`config.mk`:
```
export PLATFORM = sky130hd
export DESIGN_NAME = dram_mux_ctrl
export DESIGN_NICKNAME = d
export VERILOG_FILES = /design/src/rtl/dram_mux_ctrl.sv
export SDC_FILE = /design/constraint.sdc
export NUM_CORES = 1
export LEC_CHECK = 0
export ABC_AREA = 1
export BUFFER_PORTS_ARGS = -buffer_cell sky130_fd_sc_hd__buf_2
export CAP_MARGIN = 10
export CORE_MARGIN = 1.5
export CORE_UTILIZATION = 35
export CTS_BUF_LIST = sky130_fd_sc_hd__clkbuf_16
export CTS_CLUSTER_SIZE = 16
export DETAILED_ROUTE_END_ITERATION = 12
export GPL_TIMING_DRIVEN = 0
export SLEW_MARGIN = 20
export SYNTH_ARGS = -nofsm -noshare
export SYNTH_HDL_FRONTEND = slang
export SYNTH_SLANG_ARGS = --single-unit
```
`constraint.sdc`:
```
create_clock -name clk -period 1.78 [get_ports clk]
set_clock_uncertainty 0.2 [all_clocks]
set_input_delay 0 -clock clk [delete_from_list [all_inputs] [get_ports clk]]
set_output_delay 0 -clock clk [all_outputs]
set_load 0.05 [all_outputs]
```
`src/rtl/dram_mux_ctrl.sv`:
```
module dram_mux_ctrl #(
  parameter int ROW_W = 8,
  parameter int COL_W = 8,
  parameter int PIN_W = (ROW_W > COL_W) ? ROW_W : COL_W,
  parameter int DATA_W = 16,
  parameter int T_RCD = 2,
  parameter int T_CAS = 2,
  parameter int T_LAT = 3,
  parameter int T_RP = 2,
  parameter int REFRESH_INTERVAL = 780
) (
  input  logic                   clk,
  input  logic                   rst_n,
  input  logic [ROW_W+COL_W:0]   cpu_addr,
  input  logic [DATA_W-1:0]      cpu_wdata,
  input  logic                   cpu_rd,
  input  logic                   cpu_wr,
  input  logic                   cpu_word,
  output logic [DATA_W-1:0]      cpu_rdata,
  output logic                   cpu_ready,
  output logic [PIN_W-1:0]       dram_addr,
  output logic                   dram_ras_n,
  output logic                   dram_cas_n,
  output logic                   dram_we_n,
  output logic                   dram_oe_n,
  output logic [1:0]             dram_lane_n,
  output logic [DATA_W-1:0]      dram_dout,
  input  logic [DATA_W-1:0]      dram_din
);

  localparam int LANE_W   = DATA_W / 2;
  localparam int CAS_LEN  = (T_CAS > T_LAT) ? T_CAS : T_LAT;
  localparam int WAIT_A   = (T_RCD > T_RP) ? T_RCD : T_RP;
  localparam int WAIT_MAX = (WAIT_A > CAS_LEN) ? WAIT_A : CAS_LEN;
  localparam int CNT_W    = $clog2(WAIT_MAX + 1);
  localparam int REF_W    = $clog2(REFRESH_INTERVAL + 1);

  typedef enum logic [2:0] {S_IDLE, S_RCD, S_CAS, S_PRE, S_REFC, S_REFR} state_t;

  state_t             st;
  logic [CNT_W-1:0]   cnt;
  logic [REF_W-1:0]   ref_cnt;
  logic               ref_pend;
  logic               row_open;
  logic [ROW_W-1:0]   open_row;

  logic [ROW_W-1:0]   req_row;
  logic [COL_W-1:0]   req_col;
  logic               req, is_write, row_hit, launch, start_ref, ref_tick;
  logic [1:0]         lane_sel_n;
  logic [DATA_W-1:0]  wr_data, rd_data;

  assign req_row    = cpu_addr[ROW_W+COL_W -: ROW_W];
  assign req_col    = cpu_addr[COL_W:1];
  assign req        = cpu_rd | cpu_wr;
  assign is_write   = cpu_wr & ~cpu_rd;
  assign row_hit    = row_open && (open_row == req_row);
  assign launch     = (st == S_IDLE && !ref_pend && req && row_hit) ||
                      (st == S_RCD && cnt == '0);
  assign start_ref  = (st == S_IDLE) && ref_pend && !row_open;
  assign ref_tick   = (ref_cnt == REF_W'(REFRESH_INTERVAL - 1));
  assign lane_sel_n = cpu_word ? 2'b00 : (cpu_addr[0] ? 2'b01 : 2'b10);
  assign wr_data    = cpu_word ? cpu_wdata : {2{cpu_wdata[LANE_W-1:0]}};
  assign rd_data    = cpu_word ? dram_din :
                      {{LANE_W{1'b0}}, cpu_addr[0] ? dram_din[DATA_W-1:LANE_W] : dram_din[LANE_W-1:0]};

  always_ff @(posedge clk or negedge rst_n) begin
    if (!rst_n) begin
      ref_cnt  <= '0;
      ref_pend <= 1'b0;
    end else begin
      ref_cnt <= ref_tick ? '0 : ref_cnt + 1'b1;
      if (ref_tick)       ref_pend <= 1'b1;
      else if (start_ref) ref_pend <= 1'b0;
    end
  end

  always_ff @(posedge clk or negedge rst_n) begin
    if (!rst_n) begin
      st          <= S_IDLE;
      cnt         <= '0;
      dram_ras_n  <= 1'b1;
      dram_cas_n  <= 1'b1;
      dram_we_n   <= 1'b1;
      dram_oe_n   <= 1'b1;
      dram_lane_n <= 2'b11;
      dram_addr   <= '0;
      dram_dout   <= '0;
      cpu_rdata   <= '0;
      cpu_ready   <= 1'b0;
      row_open    <= 1'b0;
      open_row    <= '0;
    end else begin
      cpu_ready <= 1'b0;
      unique case (st)
        S_IDLE: begin
          if (ref_pend) begin
            if (row_open) begin
              dram_ras_n <= 1'b1;
              row_open   <= 1'b0;
              st         <= S_PRE;
              cnt        <= CNT_W'(T_RP - 1);
            end else begin
              dram_cas_n <= 1'b0;
              st         <= S_REFC;
            end
          end else if (req && !row_hit) begin
            if (row_open) begin
              dram_ras_n <= 1'b1;
              row_open   <= 1'b0;
              st         <= S_PRE;
              cnt        <= CNT_W'(T_RP - 1);
            end else begin
              dram_addr  <= PIN_W'(req_row);
              dram_ras_n <= 1'b0;
              row_open   <= 1'b1;
              open_row   <= req_row;
              st         <= S_RCD;
              cnt        <= CNT_W'(T_RCD - 1);
            end
          end
        end
        S_RCD: begin
          if (cnt != '0) cnt <= cnt - 1'b1;
        end
        S_CAS: begin
          if (cnt == '0) begin
            if (!dram_oe_n) cpu_rdata <= rd_data;
            dram_cas_n  <= 1'b1;
            dram_oe_n   <= 1'b1;
            dram_we_n   <= 1'b1;
            dram_lane_n <= 2'b11;
            cpu_ready   <= 1'b1;
            st          <= S_IDLE;
          end else begin
            cnt <= cnt - 1'b1;
          end
        end
        S_PRE: begin
          if (cnt == '0) st <= S_IDLE;
          else           cnt <= cnt - 1'b1;
        end
        S_REFC: begin
          dram_ras_n <= 1'b0;
          st         <= S_REFR;
          cnt        <= CNT_W'(CAS_LEN - 1);
        end
        S_REFR: begin
          if (cnt == '0) begin
            dram_ras_n <= 1'b1;
            dram_cas_n <= 1'b1;
            st         <= S_PRE;
            cnt        <= CNT_W'(T_RP - 1);
          end else begin
            cnt <= cnt - 1'b1;
          end
        end
        default: st <= S_IDLE;
      endcase
      if (launch) begin
        dram_addr   <= PIN_W'(req_col);
        dram_cas_n  <= 1'b0;
        dram_oe_n   <= ~cpu_rd;
        dram_we_n   <= ~is_write;
        dram_lane_n <= is_write ? lane_sel_n : 2'b11;
        dram_dout   <= wr_data;
        st          <= S_CAS;
        cnt         <= CNT_W'(CAS_LEN - 1);
      end
    end
  end

endmodule

```
==> metrics.md <==
| Metric | Value |
|---|---|
| Slowest cell on the critical path | dfrtp_1 |
| Largest family of logic cells by synthesized area | simple AND/OR/NAND/NOR gates |
| Area grow syn2layout | 55.31% |
| Actual slew at the worst max-slew pin | 0.6115 ns |
| M1 GR Usage | 24.40% |
| Synth warn | 0 |
| Clock-pin slew on the worst setup and hold paths | 0.06 ns |
| Endpoints failing hold | 2 |
| Highest-count cells in the layout ignoring fill and taps | 114 x nand2_1, 101 x buf_2, 66 x dfrtp_1, 66 x dlygate4sd3_1, 40 x inv_1 |
| Worst skew pair latency | 0.33 ns |
| Outcome | finished, violations left |
| Mapped cell area | 0.003511 mm² |
| Critical Path AT | 1.87 ns |
| Vert. Die Dim | 103.2 µm |
| Root Buffer | clkbuf_16 |
| CP Class | reg -> reg |
| Fmax | 550.9 MHz |
| Crit path top cell by count | nand2_1 |
| GPL Wtd Cong | 0.8436 |
| Post-synth EDFFs | 0 |
| Met3 Track Usage GR | 5.153% |
| Drt pass-1 iters | 4 |
| Complex-gate fraction of the synthesized area | 9.301% |
| GRT Total Usage | 19.77% |
| Initial Utilization | 36.09% |
| DP Worst Slack | -0.1563 ns |
| DPL Wire Length | 6274 µm |
| Port buffer count | 99 |
| Dpl cells | 657 |
| Syn Inst Count | 424 |
| Ant. Diodes | 0 |
| Clock buffer depth | 2 |
| Initial drt markers | 126 |
| CTS tree | done |
| Most common cell after layout, fill and taps aside | nand2_1 |
| Max_cap viols | 0 |
| Static Leak | 2.636 nW |
| Fill cells | 871 |
| Antenna violations before repair | 0 |
| Post-DRT Antenna Nets | 0 |
| Hold Path Class | in -> async |
| Crit path capture type | flip-flop |
| Final core utilization | 56.04% |
| Nets@finish | 674 |
| Synth Register Bits | 72 |
| Failing checks | negative hold slack, negative setup slack |
| # DRC | 0 |
| Vias per cell | 4.694 |
| Post-synth ARST share | 100.0% |
| Clock sink total | 72 |
| # setup viols final | 7 |
| Slew margin rel. | 59.23% |
| Num CTS Buffers | 9 |
| Busiest grt layer | met2 |
| Unrepaired setup endpoints after global routing | yes |
| # IOs | 101 |
| First-pass GRT wire length | 16290 µm |
| Congestion Overflow GR | 0 |
| Startpoint Class | flip-flop |
| Total chip power | 9.482 mW |
| Post-synth cell types | 33 |
| Row Count | 36 |
| Worst R2R Start | st[1]$_DFFE_PN0P_ |
| Die X-Extent | 103.2 µm |
| WL final | 9955 µm |
| Worst Setup SP | st[1]$_DFFE_PN0P_ |
| CP max FO | 6 |
| Via count | 3544 |
| WL per Instance | 13.19 µm |
| WHS | -0.004101 ns |
| PwrDens | 1739 mW/mm² |
| Syn Nets | 481 |
| Max stage delay on crit path | 0.39 ns |
| Most used flip-flop cell after synthesis | dfrtp_1 |
| Synth Area in XOR/XNOR | 1.746% |
| Fin crit period | 1.815 ns |
| Area share of fa/ha/maj cells after synthesis | 1.069% |
| Final std cells w/o fill | 755 |
| Seq/Total Area, Yosys | 51.53% |
| Final worst-path cycle share | 102.0% |
| Post-synthesis mux area share | 0% |
| Full die area | 0.01064 mm² |
| CP cell instances | inv_4 > buf_6 > buf_4 > nand2_1 > nor2_1 > nand2_1 > nand2_2 > buf_8 > clkbuf_16 > nor2_2 > a31oi_2 |
| Syn Area/Cell | 8.280 µm² |
| Worst path required time | 1.83 ns |
| Pin count of the biggest net entering global routing | 41 |
| Worst VDD drop | 1344 µV |
| Post-Synth Simple-Gate Area | 27.80% |
| Core area | 0.009729 mm² |
| GR Util met2 | 33.70% |
| Layout cells sized above 1 | 33.28% |
| CTS H-tree depth | 3 |
| Slew Viols, Final | 0 |
| Vias in the first global route | 3630 |
| Final WS setup | -0.03509 ns |
[synth_stat cells, drive strengths merged (6+ instances only)]
cell type	instances	area, µm²
xor2	6	52.55
a31oi	17	137.6
nand3	37	185.2
inv	47	178.9
nand2	127	489.2
dfstp	6	157.7
buf	11	102.6
nor2	54	240.2
a21oi	9	45.04
o21ai	17	85.08
dfrtp	66	1652
[what timing repair did]
action	CTS	global route
pin swaps	4	16
buffers inserted	7	7
hold buffers	65	1
setup endpoints to repair	55	54
cloned	2	2
hold endpoints to repair	121	1
gates resized for setup	21	46
[logic make-up (layout without fill, tap and decap cells)]
group / Yosys count / after routing
flops: 72 / 72
compound gates: 51 / 51
simple gates: 228 / 228
buf+inv: 63 / 261
fa+ha+maj: 3 / 3
xor+xnor: 7 / 7
[registers in the layout, summed over array words and instances, names as in the netlist]
register,flops
cnt,2
cpu_rdata,16
cpu_ready,1
dram_addr,8
dram_cas_n,1
dram_dout,16
dram_lane_n,2
dram_oe_n,1
dram_ras_n,1
dram_we_n,1
open_row,8
ref_cnt,10
ref_pend,1
row_open,1
st,3
[power breakdown]
part	leakage, nW	switching [mW]	total (mW)	internal, mW
clock	0.128	0.689	1.62	0.928
sequential	0.853	0.396	2.76	2.37
combinational	1.66	3.55	5.10	1.55
total	2.64	4.63	9.48	4.85
[layout make-up]
cell class	count	area (µm²)	share of cell area, %
multi-input cells	289	1553	28.48
clock buffers	9	225.2	4.130
well taps	133	166.4	3.052
inverters	48	182.7	3.350
plain buffers	15	147.6	2.708
clock inverters	7	40.04	0.7343
repair buffers	182	1329	24.37
flip-flops and latches	72	1809	33.18
[final timing paths]
check                                              to  slack, ns  cells after the start
setup / recovery            dram_dout[14]$_DFFE_PN0P_      -0.04                     11
setup reg to reg            dram_dout[14]$_DFFE_PN0P_      -0.04                     11
hold / removal               dram_addr[6]$_DFFE_PN0P_     -0.004                      2
max in group asynchronous       dram_oe_n$_DFFE_PN1P_       0.74                      3
min in group clk           dram_lane_n[0]$_DFFE_PN1P_       0.04                      4
hold reg to reg                dram_ras_n$_DFFE_PN1P_       0.26                      2
[metal layers]
layer / part of all wire (%) / vias up
met5: 0 / -
met4: 1.1 / 0
met3: 5.3 / 10
met2: 49 / 94
met1: 45 / 1693
li1: - / 1747
[through the flow]
| step | TNS [ns] | instance area (µm²) |
|---|---|---|
| after floorplan | 0 | 3511 |
| after global routing | -3.833 | 5453 |
| after detailed placement | -2.963 | 4195 |
| after global placement | -1.728 | 4173 |
| after CTS | -0.4625 | 5270 |
| final | -0.08571 | 5453 |
[critical path, delay by kind of cell, from the launching register on]
family | cells | cell delay (ns)
DFF | 1 | 0.39
buffers and inverters | 5 | 0.58
and+or+nand+nor | 5 | 0.45
AOI/OAI and AO/OA | 1 | 0.12
No activity file was read; power rests on OpenSTA's default activity.
